File: src/rtl/lane_align_unit.sv
module lane_align_unit (
  input  logic [63:0] read_word,
  input  logic [2:0]  offset,
  input  logic [1:0]  size,
  input  logic        zero_ext,
  input  logic [63:0] store_data,
  output logic [63:0] load_result,
  output logic [7:0]  byte_en,
  output logic [63:0] store_lanes,
  output logic        misaligned
);
  localparam logic [1:0] SZ_B = 2'd0;
  localparam logic [1:0] SZ_H = 2'd1;
  localparam logic [1:0] SZ_W = 2'd2;
  localparam logic [1:0] SZ_D = 2'd3;

  logic [63:0] shifted;
  logic [7:0]  base_mask;
  logic [63:0] extended;

  assign shifted = read_word >> {offset, 3'b000};

  always_comb begin
    case (size)
      SZ_B:    misaligned = 1'b0;
      SZ_H:    misaligned = offset[0];
      SZ_W:    misaligned = |offset[1:0];
      default: misaligned = |offset;
    endcase
  end

  always_comb begin
    case (size)
      SZ_B:    base_mask = 8'h01;
      SZ_H:    base_mask = 8'h03;
      SZ_W:    base_mask = 8'h0F;
      default: base_mask = 8'hFF;
    endcase
  end

  assign byte_en = misaligned ? 8'h00 : (base_mask << offset);

  always_comb begin
    case (size)
      SZ_B:    extended = {{56{shifted[7]  & ~zero_ext}}, shifted[7:0]};
      SZ_H:    extended = {{48{shifted[15] & ~zero_ext}}, shifted[15:0]};
      SZ_W:    extended = {{32{shifted[31] & ~zero_ext}}, shifted[31:0]};
      default: extended = shifted;
    endcase
  end

  assign load_result = misaligned ? 64'd0 : extended;

  always_comb begin
    case (size)
      SZ_B:    store_lanes = {8{store_data[7:0]}};
      SZ_H:    store_lanes = {4{store_data[15:0]}};
      SZ_W:    store_lanes = {2{store_data[31:0]}};
      default: store_lanes = store_data;
    endcase
  end
endmodule

File: config.mk
export PLATFORM = sky130hd
export DESIGN_NAME = lane_align_unit
export DESIGN_NICKNAME = d
export VERILOG_FILES = /design/src/rtl/lane_align_unit.sv
export SDC_FILE = /design/constraint.sdc
export NUM_CORES = 1
export LEC_CHECK = 0
export ABC_CLOCK_PERIOD_IN_PS = 2460
export BUFFER_PORTS_ARGS = -buffer_cell sky130_fd_sc_hd__buf_2
export CORE_AREA = 2 2 105 107
export DETAILED_ROUTE_END_ITERATION = 10
export DIE_AREA = 0 0 107 109
export PLACE_DENSITY = 0.7
export SLEW_MARGIN = 5
export SYNTH_ARGS = -nofsm -noshare
export SYNTH_HDL_FRONTEND = slang
export SYNTH_SLANG_ARGS = --single-unit
export TNS_END_PERCENT = 5
File: constraint.sdc
create_clock -name vclk -period 2.46
set_input_delay 0.123 -clock vclk [all_inputs]
set_output_delay 0.123 -clock vclk [all_outputs]
set_load 0.05 [all_outputs]
==> impl_metrics.py <==
metrics = {
    "run_status": {
        "outcome": "completed",
    },
    "die": {
        "num_io_pins": 271,
        "die_height_um": 109,
        "fp.coreArea_mm2": 0.0106,
        "std_cell_rows": 38,
        "dieArea_mm2": 0.0117,
        "initial_utilization_pct": 33.6,
        "die_w_um": 107,
    },
    "timing": {
        "max_freq_ghz": 0.440,
        "hold_viol": 0,
        "maxSlewViolCount": 0,
        "relSlewSlack_pct": 63.8,
        "finalCriticalPeriod_ns": 2.27,
        "setup-tns-final_ns": 0,
        "fin_ws_ns": 0.188,
        "setup_viol": 0,
        "period_share_pct": 92.4,
        "worst_pin_slew_ns": 0.543,
        "grt_setup_unrepaired": "false",
    },
    "grt": {
        "grt_pass1_vias": 4338,
        "grt_antenna_before_repair": 0,
        "grt_pass1_wl_um": 22700,
        "grtUsageTotal_pct": 24.2,
        "grt_start_max_net_pins": 59,
        "grt.overflow.total": 0,
    },
    "route": {
        "first_pass_iters": 4,
        "vias": 4698,
        "vias_per_cell": 5.44,
        "wire_per_inst_um": 17.8,
        "ant_nets": 0,
        "wl_um": 15300,
        "initialDrtViolationCount": 231,
        "drc_errors": 0,
    },
    "synthesis": {
        "synth_area_leader_cell": "mux4_2",
        "syn_nets": 627,
        "syn-instance-count": 493,
        "yosys.cell_types.count": 48,
        "syn_area_mm2": 0.00356,
        "yosys_warnings": 0,
        "syn_area_per_cell_um2": 7.22,
        "synth_top_cell_area_share_pct": 13.9,
        "ys_seq_area_share_pct": 0,
        "synthTopCellsByArea": "mux4_2 (14%), mux2_2 (12%), mux2i_1 (12%), nand2_1 (8.6%), a21oi_1 (6.7%)",
    },
    "cells_and_area": {
        "seq_cells": 0,
        "syn_to_final_growth_pct": 38.9,
        "diodes": 0,
        "mostFrequentLayoutCell": "buf_2",
        "final_area_mm2": 0.00495,
        "clock_buffers": 0,
        "fin_nets": 859,
        "final_cell_mix": "buf_2 (270), nand2_1 (82), nor2_1 (59)",
        "layout.cells.non_filler": 863,
        "regArea_um2": 0,
        "layout-drive-gt1-share_pct": 54.2,
    },
    "place": {
        "placed_cell_area_mm2": 0.00495,
        "portBuffers": 271,
        "dp.cells": 863,
        "place_ws_ns": 0.194,
        "dp_hpwl_um": 12100,
        "place_congestion": 0.861,
    },
    "critical_path": {
        "worstPathRequired_ns": 2.34,
        "start_kind": "input pin",
        "end_kind": "primary output",
        "cp.arrival_ns": 2.15,
        "cp_cell_sequence": "buf_4 > mux2i_1 > a22oi_1 > a41oi_1 > o221a_4 > nor2_1 > buf_2",
        "crit_type": "in -> out",
        "path_max_fanout": 31,
        "cp_slowest_stage_delay_ns": 0.60,
        "critPathBufInv": 2,
        "cp_top_family": "compound AO/OA/AOI/OAI gates",
        "crit_slowest_cell": "o221a_4",
    },
    "flow_run": {
        "max_cap_violations": 0,
    },
    "power": {
        "comb_power_share_pct": 100.0,
        "switching_share_pct": 70.5,
        "leakage_nw": 2.52,
        "switchingPower_w": 0.00123,
        "peakVddDrop_mv": 0.258,
        "internal-power_w": 0.000514,
        "power_frac_seq_pct": 0,
        "power_frac_clock_pct": 0,
        "powerDensity_mw_per_mm2": 352,
    },
    "min_path": {
        "hp-class": "in -> out",
    },
    "clock_tree": {
        "hold_buffers": 0,
        "post_cts_resized": 0,
        "postCtsSetupBuffers": 0,
    },
}
-- Yosys cell counts (2+ instances only) --
| master | number |
|---|---|
| mux2_2 | 39 |
| o21ai_2 | 2 |
| o21a_1 | 2 |
| nor2_2 | 2 |
| nand2_1 | 82 |
| buf_2 | 11 |
| clkbuf_1 | 20 |
| and3_1 | 2 |
| o22ai_1 | 8 |
| a22oi_1 | 2 |
| nand3_1 | 4 |
| a21o_1 | 2 |
| a211oi_1 | 11 |
| xor2_1 | 2 |
| buf_4 | 15 |
| inv_1 | 2 |
| a21oi_2 | 25 |
| mux2i_1 | 43 |
| nor3_1 | 4 |
| a31oi_1 | 9 |
| or2_1 | 2 |
| o21ai_0 | 2 |
| nor2_1 | 59 |
| inv_2 | 2 |
| nor2b_1 | 10 |
| mux4_2 | 22 |
| nand2b_1 | 8 |
| xnor2_1 | 4 |
| buf_6 | 9 |
| a2bb2oi_1 | 5 |
| a21oi_1 | 48 |
| o32ai_1 | 6 |
| buf_1 | 7 |
| o2bb2ai_1 | 8 |
-- routing by layer --
layer  vias up  share of wire, %  GRT usage, %
li1       2257                 -             -
met1      2211                43          33.3
met2       216                47          39.4
met3        14               8.7          5.50
met4         0              0.99          3.80
met5         -                 0             0
-- logic make-up (layout without fill, tap and decap cells) --
logic type      count (synthesis)  after routing  share of synthesized area [%]
compound gates                135            135                           26.5
simple gates                  180            180                           22.3
mux                           105            105                           38.7
buf+inv                        67            297                           11.0
xor+xnor                        6              6                           1.48
-- stage by stage --
step	total power [W]	util (%)	hold WS (ns)
final	0.00174	46.7	0.593
after global routing	0.00184	46.7	0.610
after CTS	0.00174	46.7	0.596
after detailed placement	0.00173	46.7	0.596
after global placement	0.00172	46.7	0.597
after floorplan	0.00130	-	0.413
-- final timing paths --
| check | cells after the start | slack (ns) | startpoint | endpoint |
|---|---|---|---|---|
| max | 7 | 0.19 | offset[0] | load_result[42] |
| min | 2 | 0.59 | store_data[4] | store_lanes[4] |
-- power by group through the flow --
stage	Sequential (W)	Clock, W	Combinational [W]
3_5_place_dp	0	0	0.00173
6_report	0	0	0.00174
3_3_place_gp	0	0	0.00172
2_1_floorplan	0	0	0.00130
4_1_cts	0	0	0.00174
5_1_grt	0	0	0.00184
-- cell type report --
cell class | count | area (um2)
tap | 140 | 175
multi-input combinational | 426 | 3180
timing repair buffer | 293 | 1570
fill | 1141 | 5660
inverter | 4 | 15.0
No activity file was read; power rests on OpenSTA's default activity.
